===== config.mk =====
export PLATFORM = sky130hd
export DESIGN_NAME = lcd_gray_refresh
export DESIGN_NICKNAME = d
export VERILOG_FILES = /design/src/rtl/lgr_pkg.sv /design/src/rtl/lgr_seq.sv /design/src/rtl/lgr_fetch.sv /design/src/rtl/lgr_pixel.sv /design/src/rtl/lcd_gray_refresh.sv
export SDC_FILE = /design/constraint.sdc
export NUM_CORES = 1
export LEC_CHECK = 0
export BUFFER_PORTS_ARGS = -buffer_cell sky130_fd_sc_hd__buf_2
export CAP_MARGIN = 15
export CELL_PAD_IN_SITES_DETAIL_PLACEMENT = 0
export CELL_PAD_IN_SITES_GLOBAL_PLACEMENT = 1
export CORE_MARGIN = 5
export CORE_UTILIZATION = 45
export DETAILED_ROUTE_END_ITERATION = 6
export PLACE_DENSITY_LB_ADDON = 0.1
export SLEW_MARGIN = 20
export SYNTH_ARGS = -nofsm -noshare
export SYNTH_HDL_FRONTEND = slang
export SYNTH_HIERARCHICAL = 1
export SYNTH_SLANG_ARGS = --single-unit

===== constraint.sdc =====
create_clock -name clk -period 14.17 [get_ports clk]
set_input_delay 2.1255 -clock clk [delete_from_list [all_inputs] [get_ports clk]]
set_output_delay 2.1255 -clock clk [all_outputs]
set_load 0.01 [all_outputs]

===== src/rtl/lgr_pkg.sv =====
package lgr_pkg;
  localparam int PAL_W = 5;
  localparam int PAL_ENTRIES = 16;

  typedef enum logic [1:0] {ST_VBL, ST_LINE, ST_HBL} seq_st_e;

  function automatic logic [2:0] pix_bits(input logic [1:0] m);
    case (m)
      2'd0:    return 3'd1;
      2'd1:    return 3'd2;
      default: return 3'd4;
    endcase
  endfunction

  function automatic logic [2:0] sub_last(input logic [1:0] m);
    case (m)
      2'd0:    return 3'd7;
      2'd1:    return 3'd3;
      default: return 3'd1;
    endcase
  endfunction

  function automatic logic [3:0] bus_lanes(input logic [1:0] b);
    case (b)
      2'd0:    return 4'd1;
      2'd1:    return 4'd4;
      default: return 4'd8;
    endcase
  endfunction

  function automatic logic [3:0] pix_code(input logic [7:0] bval, input logic [1:0] m,
                                          input logic [2:0] sub);
    logic [7:0] sh;
    case (m)
      2'd0: begin
        sh = bval << sub;
        return {3'b000, sh[7]};
      end
      2'd1: begin
        sh = bval << {sub[1:0], 1'b0};
        return {2'b00, sh[7:6]};
      end
      default: begin
        sh = bval << {sub[0], 2'b00};
        return sh[7:4];
      end
    endcase
  endfunction

  function automatic int unsigned line_bytes(input int unsigned w, input int unsigned bpp);
    return (w * bpp + 7) / 8;
  endfunction

  function automatic logic frc_on(input logic [PAL_W-1:0] lvl, input logic [PAL_W-1:0] phase);
    return lvl > phase;
  endfunction
endpackage


===== src/rtl/lgr_seq.sv =====
module lgr_seq
  import lgr_pkg::*;
#(
  parameter int DIM_W = 7,
  parameter int ADDR_W = 16,
  parameter int STRIDE_W = 8,
  parameter int VBL_CYCLES = 8
) (
  input  logic                clk,
  input  logic                rst_n,
  input  logic [DIM_W-1:0]    cfg_height,
  input  logic [ADDR_W-1:0]   cfg_base,
  input  logic [STRIDE_W-1:0] cfg_stride,
  input  logic                line_done,
  output logic                line_active,
  output logic [ADDR_W-1:0]   line_base,
  output logic [PAL_W-1:0]    frc_phase,
  output logic                vbl_enter,
  output logic                lcd_line,
  output logic                lcd_frame,
  output logic                lcd_alt,
  output logic                buf_irq
);
  localparam int VC_W = $clog2(VBL_CYCLES + 1);

  seq_st_e          st;
  logic [VC_W-1:0]  vcnt;
  logic [DIM_W-1:0] y;
  logic             last_line;

  assign line_active = (st == ST_LINE);
  assign last_line   = (y == DIM_W'(cfg_height - 1'b1));
  assign vbl_enter   = (st == ST_HBL) && last_line;

  always_ff @(posedge clk or negedge rst_n) begin
    if (!rst_n) begin
      st        <= ST_VBL;
      vcnt      <= '0;
      y         <= '0;
      line_base <= '0;
      frc_phase <= '0;
      lcd_alt   <= 1'b0;
      lcd_line  <= 1'b0;
      lcd_frame <= 1'b0;
      buf_irq   <= 1'b0;
    end else begin
      lcd_line  <= 1'b0;
      lcd_frame <= 1'b0;
      buf_irq   <= 1'b0;
      case (st)
        ST_VBL: begin
          if (vcnt == VC_W'(VBL_CYCLES - 1)) begin
            vcnt      <= '0;
            y         <= '0;
            line_base <= cfg_base;
            st        <= ST_LINE;
          end else begin
            vcnt <= vcnt + 1'b1;
          end
        end
        ST_LINE: if (line_done) st <= ST_HBL;
        default: begin
          lcd_line  <= 1'b1;
          lcd_frame <= (y == '0);
          if (last_line) begin
            st        <= ST_VBL;
            buf_irq   <= 1'b1;
            lcd_alt   <= ~lcd_alt;
            frc_phase <= frc_phase + 1'b1;
          end else begin
            y         <= y + 1'b1;
            line_base <= line_base + {{(ADDR_W-STRIDE_W){1'b0}}, cfg_stride};
            st        <= ST_LINE;
          end
        end
      endcase
    end
  end
endmodule


===== src/rtl/lgr_fetch.sv =====
module lgr_fetch #(
  parameter int ADDR_W = 16,
  parameter int NB_W = 8,
  parameter int DEPTH = 4
) (
  input  logic              clk,
  input  logic              rst_n,
  input  logic              line_active,
  input  logic [ADDR_W-1:0] line_base,
  input  logic [NB_W-1:0]   nbytes,
  input  logic              mem_gnt,
  input  logic [7:0]        mem_rdata,
  input  logic              pop,
  output logic              mem_req,
  output logic [ADDR_W-1:0] mem_addr,
  output logic [7:0]        head,
  output logic              fifo_empty,
  output logic [$clog2(DEPTH+1)-1:0] fifo_cnt
);
  localparam int PTR_W = $clog2(DEPTH);
  localparam int CNT_W = $clog2(DEPTH + 1);

  logic [7:0]      q [DEPTH];
  logic [PTR_W-1:0] wr_ptr, rd_ptr;
  logic [NB_W-1:0]  fb;
  logic             push, do_pop;

  assign mem_req    = line_active && (fb < nbytes) && (fifo_cnt < CNT_W'(DEPTH));
  assign mem_addr   = line_base + ADDR_W'(fb);
  assign push       = mem_req && mem_gnt;
  assign fifo_empty = (fifo_cnt == '0);
  assign do_pop     = pop && !fifo_empty;
  assign head       = q[rd_ptr];

  always_ff @(posedge clk) begin
    if (push) q[wr_ptr] <= mem_rdata;
  end

  always_ff @(posedge clk or negedge rst_n) begin
    if (!rst_n) begin
      fb       <= '0;
      wr_ptr   <= '0;
      rd_ptr   <= '0;
      fifo_cnt <= '0;
    end else begin
      if (!line_active)  fb <= '0;
      else if (push)     fb <= fb + 1'b1;
      if (push)   wr_ptr <= wr_ptr + 1'b1;
      if (do_pop) rd_ptr <= rd_ptr + 1'b1;
      case ({push, do_pop})
        2'b10:   fifo_cnt <= fifo_cnt + 1'b1;
        2'b01:   fifo_cnt <= fifo_cnt - 1'b1;
        default: fifo_cnt <= fifo_cnt;
      endcase
    end
  end
endmodule


===== src/rtl/lgr_pixel.sv =====
module lgr_pixel
  import lgr_pkg::*;
#(
  parameter int DIM_W = 7
) (
  input  logic                         clk,
  input  logic                         rst_n,
  input  logic                         line_active,
  input  logic                         fifo_empty,
  input  logic [7:0]                   head,
  input  logic [1:0]                   cfg_mode,
  input  logic [1:0]                   cfg_bus,
  input  logic [DIM_W-1:0]             cfg_width,
  input  logic [PAL_ENTRIES*PAL_W-1:0] cfg_palette,
  input  logic [PAL_W-1:0]             frc_phase,
  output logic                         take,
  output logic                         pop,
  output logic                         line_done,
  output logic [7:0]                   lcd_data,
  output logic                         lcd_shift
);
  logic [DIM_W-1:0] x;
  logic [2:0]       sub;
  logic [3:0]       gcnt, lanes, pos, code;
  logic [7:0]       acc, next_acc;
  logic [PAL_W-1:0] lvl;
  logic             last_px, last_sub, group_end, dot;

  assign take      = line_active && !fifo_empty;
  assign last_px   = (x == DIM_W'(cfg_width - 1'b1));
  assign last_sub  = (sub == sub_last(cfg_mode));
  assign line_done = take && last_px;
  assign pop       = take && (last_px || last_sub);

  assign code      = pix_code(head, cfg_mode, sub);
  assign lvl       = cfg_palette[int'(code)*PAL_W +: PAL_W];
  assign dot       = frc_on(lvl, frc_phase);

  assign lanes     = bus_lanes(cfg_bus);
  assign pos       = lanes - 4'd1 - gcnt;
  assign next_acc  = acc | (8'(dot) << pos);
  assign group_end = (gcnt == lanes - 4'd1) || last_px;

  always_ff @(posedge clk or negedge rst_n) begin
    if (!rst_n) begin
      x         <= '0;
      sub       <= '0;
      gcnt      <= '0;
      acc       <= '0;
      lcd_data  <= '0;
      lcd_shift <= 1'b0;
    end else begin
      lcd_shift <= 1'b0;
      if (take) begin
        if (last_px) begin
          x   <= '0;
          sub <= '0;
        end else begin
          x   <= x + 1'b1;
          sub <= last_sub ? 3'd0 : sub + 3'd1;
        end
        if (group_end) begin
          lcd_data  <= next_acc;
          lcd_shift <= 1'b1;
          acc       <= '0;
          gcnt      <= '0;
        end else begin
          acc  <= next_acc;
          gcnt <= gcnt + 4'd1;
        end
      end
    end
  end
endmodule


===== src/rtl/lcd_gray_refresh.sv =====
module lcd_gray_refresh
  import lgr_pkg::*;
#(
  parameter int ADDR_W = 16,
  parameter int DIM_W = 7,
  parameter int STRIDE_W = 8,
  parameter int FIFO_DEPTH = 4,
  parameter int VBL_CYCLES = 8
) (
  input  logic                         clk,
  input  logic                         rst_n,
  input  logic [1:0]                   cfg_mode,
  input  logic [1:0]                   cfg_bus,
  input  logic [DIM_W-1:0]             cfg_width,
  input  logic [DIM_W-1:0]             cfg_height,
  input  logic [ADDR_W-1:0]            cfg_base,
  input  logic [STRIDE_W-1:0]          cfg_stride,
  input  logic [PAL_ENTRIES*PAL_W-1:0] cfg_palette,
  output logic                         mem_req,
  output logic [ADDR_W-1:0]            mem_addr,
  input  logic                         mem_gnt,
  input  logic [7:0]                   mem_rdata,
  output logic [7:0]                   lcd_data,
  output logic                         lcd_shift,
  output logic                         lcd_line,
  output logic                         lcd_frame,
  output logic                         lcd_alt,
  output logic                         buf_irq
);
  localparam int NB_W  = DIM_W + 1;
  localparam int CNT_W = $clog2(FIFO_DEPTH + 1);

  logic              line_active, line_done, vbl_enter, take, pop, fifo_empty;
  logic [ADDR_W-1:0] line_base;
  logic [PAL_W-1:0]  frc_phase;
  logic [7:0]        head;
  logic [CNT_W-1:0]  fifo_cnt;
  logic [NB_W-1:0]   nbytes;

  assign nbytes = NB_W'(line_bytes(32'(cfg_width), 32'(pix_bits(cfg_mode))));

  lgr_seq #(.DIM_W(DIM_W), .ADDR_W(ADDR_W), .STRIDE_W(STRIDE_W), .VBL_CYCLES(VBL_CYCLES)) u_seq (
    .clk, .rst_n, .cfg_height, .cfg_base, .cfg_stride, .line_done,
    .line_active, .line_base, .frc_phase, .vbl_enter,
    .lcd_line, .lcd_frame, .lcd_alt, .buf_irq
  );

  lgr_fetch #(.ADDR_W(ADDR_W), .NB_W(NB_W), .DEPTH(FIFO_DEPTH)) u_fetch (
    .clk, .rst_n, .line_active, .line_base, .nbytes, .mem_gnt, .mem_rdata, .pop,
    .mem_req, .mem_addr, .head, .fifo_empty, .fifo_cnt
  );

  lgr_pixel #(.DIM_W(DIM_W)) u_pixel (
    .clk, .rst_n, .line_active, .fifo_empty, .head, .cfg_mode, .cfg_bus, .cfg_width,
    .cfg_palette, .frc_phase, .take, .pop, .line_done, .lcd_data, .lcd_shift
  );
endmodule


* Yosys cells after proc, flatten, opt, wreduce, memory -nomap -nowiden
Memory sizes are Yosys's and may differ from the RTL's.
Index checks and enable logic that the tools add are counted.
** Operators by class
- Add/sub/neg operators :: 18
- Multipliers :: 2
- Order comparisons :: 3
- Equal/unequal tests :: 14
- Shift operators :: 5
- Multiplexer cells :: 31
- Bitwise operators :: 4
- Reductions and logical operators :: 21
** Operators with widths (count)
- 80-bit by 32-bit indexed part select with 5-bit output :: 1
- 16-bit by 8-bit adder with 16-bit output :: 2
- 16-bit 2-to-1 mux :: 2
- 16-bit one-hot mux with 2 select lines :: 1
- 8-bit 2-to-1 mux :: 3
- 8-bit by 3-bit left shift with 8-bit output :: 3
- 7-bit 2-to-1 mux :: 3
- 3-bit one-hot mux with 2 select lines :: 3
- 4-bit one-hot mux with 2 select lines :: 2
- 7-bit by 1-bit adder with 7-bit output (second input constant) :: 2
- 7-bit == test :: 2
- 7-bit one-hot mux with 2 select lines :: 1
- 7-bit by 1-bit subtractor with 7-bit output (second input constant) :: 2
- 10-bit by 3-bit adder with 11-bit output (second input constant) :: 1
- 7-bit by 3-bit multiplier with 10-bit output :: 1
- 1-bit 2-to-1 mux :: 9
- 4-bit by 1-bit adder with 4-bit output (second input constant) :: 2
- 8-bit by 1-bit adder with 8-bit output (second input constant) :: 1
- 2-bit by 1-bit == test with 1-bit output (second input constant) :: 4
- 8-bit less-than comparator :: 1
- 4-bit 2-to-1 mux :: 2
- 8-bit OR :: 1
- 1-bit by 4-bit left shift with 8-bit output :: 1
- 1-bit logical AND :: 7
- 28 further kinds :: 41
** Storage, ports and cells
- Flip-flop bits (word level) :: 84
- Memory bits (writable) :: 32
- Bits of input ports :: 133
- Memories :: 1
** Memory list
- u_fetch.q :: words 4, bits a word 8, rd ports 1, clocked after Yosys merged registers in 0, wr ports 1, line lgr_fetch.sv:23 : logic [7:0] q [DEPTH];

* Logic depth before layout (Yosys ltp)
- Depth in word-level cells :: 10
- Depth in mapped cells :: 24
- Gate-level depth less buffers :: 23

* By module
The synthesis kept the hierarchy.
** By module, submodules not included
- lgr_pixel :: times used 1, cells each 325, area each 2894.0 um2
- lgr_fetch :: times used 1, cells each 229, area each 2813.9 um2
- lgr_seq :: times used 1, cells each 255, area each 2527.4 um2
- lcd_gray_refresh :: times used 1, cells each 81, area each 695.7 um2

* Worst setup path before layout
No wires, ideal clock.
- Path kind :: input-to-output
- Start :: in cfg_mode[1]
- End :: out mem_req
- Arrival time :: 5.562 ns
- Slack :: 6.483 ns
- Stages :: 15
- Buffers on the path :: 0
- Path through :: and2b_2 -> and2_1 -> fa_1 -> ha_1 -> ha_1 -> nand2_1 -> nor4_1 -> o21ai_1 -> o31ai_1 -> xor2_1 -> inv_1 -> ha_1 -> a2111oi_2 -> nor3_4 -> a21oi_1
** On the way
- Word-level cells in the longest chain between the ends :: 7
** Ends and longest elaborated chain
- start: declaration :: line lcd_gray_refresh.sv:12 : input logic [1:0] cfg_mode,
- 2-bit by 1-bit == test with 1-bit output or 2-bit logical NOT (tied branches)
- 3-bit one-hot mux with 2 select lines * :: line lgr_pkg.sv:8 : case (m)
- 7-bit by 3-bit multiplier with 10-bit output * :: line lgr_pkg.sv:51 : return (w * bpp + 7) / 8;
- 10-bit by 3-bit adder with 11-bit output * :: line lgr_pkg.sv:51
- named net nbytes[5] :: line lcd_gray_refresh.sv:38 : logic [NB_W-1:0] nbytes;
- 8-bit less-than comparator * :: line lgr_fetch.sv:28 : assign mem_req = line_active && (fb < nbytes) && (fifo_cnt < CNT_W'(DEPTH));
- 1-bit logical AND * (2 in series) :: line lgr_fetch.sv:28
- end: declaration :: line lcd_gray_refresh.sv:19 : output logic mem_req,
The timed path passes the listed nets; every way through them passes the cells marked *.

* Final worst setup path
Ends and elaborated chain as after synthesis.

==> results.tsv <==
metric	value	unit
critPathRequiredTime	12.04	ns
n_antenna_cell	0	
whs_path_depth	1	
cts_tree	built	
start_kind	input port	
final_nets	1245	
min_path_type	reg -> reg	
path_class	in -> out	
firstDrtPassIters	4	
crit_chain	buf_2, and2b_2, and2_1, fa_1, ha_1, ha_1, nand2_1, nor4_1, o21ai_1, o31ai_1, xor2_1, inv_1, ha_1, a2111oi_2, nor3_4, a21oi_1, buf_2	
gp_congestion	0.8388	
ir_worst_vdd	0.1093	mV
drt_iter0_markers	298	
layout_min_cycle_time	8.489	ns
cap_violations	0	
pin_count	163	
fin_crit_sh	59.91	%
crit_path_end_kind	primary output	
final-hold-violation-count	0	
grt_pass1_vias	7322	
p_leak	4.682	nW
status	finished, final reports clean	
start_util	45.72	%
fp.dieH	150.9	um
die_area	22760	um^2
fp-row-count	51	
nFillCells	1834	
avgSynthCellArea	10.04	um^2
h-tree-depth	4	
crit-reg2reg-launch	u_fetch/rd_ptr[0]$_DFFE_PN0P_	
cts_sinks	116	
min-delay-start	u_seq/frc_phase[4]$_DFFE_PN0P_	
clk_latency	0.42	ns
yosys_warnings	6	
grt_use_total	19.94	%
mappedNetlistArea	8927	um^2
slowest_delay	0.47	ns
cts_setup_buffers	0	
r2r_slack	9.60	ns
reg2regPathDepth	13	
numCtsBuffers	17	
hold_path_end	u_seq/frc_phase[4]$_DFFE_PN0P_	
dpl_worst_slack	5.688	ns
slew_headroom	35.29	%
area_delta_synth_final	17.77	%
powerDensity	199.2	nW/um^2
drive_above_1_share	26.62	%
numPortBuffers	162	
place_area	9887	um^2
path_max_fanout	23	
grt_pass1_wl	36.33	mm
crit_arrival	6.36	ns
antenna_found_initial	0	
ant_nets	0	
netlist_instances	889	
tightest_slew	0.9697	ns
drc	0	
num_vias	7231	
grt_max_degree	49	
drv_slew	0	
core_area	19530	um^2
grt_setup_unrepaired	false	
avgRoutedWirePerCell	16.79	um
clockRootBuffer	clkbuf_16	
die_w	150.9	um
setup_violations	0	
fin_area	10510	um^2
timing.rr.end	u_pixel/lcd_data[5]$_DFFE_PN0P_	
tns	0	ns
clock_skew	0.01066	ns
syn_nets	1095	
critPathSlowestCell	fa_1	
fmax	0.1178	GHz
dp_hpwl	16.74	mm
fin_ws	5.681	ns
routed_wl	22.12	mm
cts_buffer_depth	2	
postCtsResizedCells	0	
cts_hold_buf	0	
cp_common_cell	ha_1	
overflow	0	
clk_pin_slew	0.05	ns
vias_per_cell	5.491	
## worst max-delay path: cells and delay by family
family | cells | cell delay (ns)
xor+xnor | 1 | 0.17
fa+ha+maj | 4 | 1.49
compound gates | 4 | 1.01
buf+inv | 3 | 0.58
simple gates | 5 | 0.98
## layer usage
layer	global-route usage [%]	vias up	wire, um
li1	-	3609	-
met1	26.96	3420	10360
met2	32.93	178	10330
met3	4.099	24	1197
met4	4.941	0	238
met5	0	-	0
## metrics by stage
step | hold slack [ns] | total power, mW | std cells | util (%)
final | 0.4627 | 2.094 | 1317 | 53.84
after global routing | 0.4994 | 2.279 | 1317 | 53.84
after CTS | 0.4672 | 2.106 | 1317 | 53.79
after detailed placement | 0.4590 | 1.645 | 1285 | 50.63
after global placement | 0.4562 | 1.641 | 1285 | 50.63
after floorplan | 0.4416 | 1.380 | 889 | -
## where the power goes
part / switching (mW) / internal (mW) / total, mW
clock: 0.157 / 0.293 / 0.450
combinational: 0.602 / 0.460 / 1.06
sequential: 0.132 / 0.450 / 0.582
## worst max path at each step
stage / from / end / slack (ns) / depth (start not counted)
floorplan: cfg_mode[1] / mem_req / 6.48 / 15
global placement: cfg_mode[1] / mem_req / 5.75 / 17
detailed placement: cfg_mode[1] / mem_req / 5.69 / 17
CTS: cfg_mode[1] / mem_req / 5.68 / 17
global route: cfg_mode[1] / mem_req / 5.27 / 17
finish: cfg_mode[1] / mem_req / 5.68 / 17
## cell usage in the layout (no fill, tap or decap), drive strengths merged, types with 17 or more instances in the layout
cell type	count
buf	165
mux2	19
a21oi	24
mux2i	17
nor2	56
edfxtp	32
xor2	24
nor3	21
nand2	65
clkbuf	19
nand3	25
inv	58
o21ai	45
xnor2	43
dfrtp	84
and2	29
o22ai	33
ha	64
## registers in the layout, summed over array words and instances, names as in the netlist, 4 cells and up
| name | count |
|---|---|
| u_fetch/fb | 8 |
| u_fetch/q | 32 |
| u_pixel/acc | 8 |
| u_pixel/gcnt | 4 |
| u_pixel/lcd_data | 8 |
| u_pixel/x | 7 |
| u_seq/frc_phase | 5 |
| u_seq/line_base | 16 |
| u_seq/vcnt | 4 |
| u_seq/y | 7 |
## final cells by class
class                           instances  area (um^2)  share of cell area [%]
Timing Repair Buffer                  165        835.8                   7.950
Inverter                               57        214.0                   2.035
Tap cell                              265        331.6                   3.154
Clock inverter                         13        182.7                   1.737
Sequential cell                       116         3063                   29.13
Multi-Input combinational cell        682         5454                   51.87
Clock buffer                           19        432.9                   4.118
(Power assumes the default switching activity.)
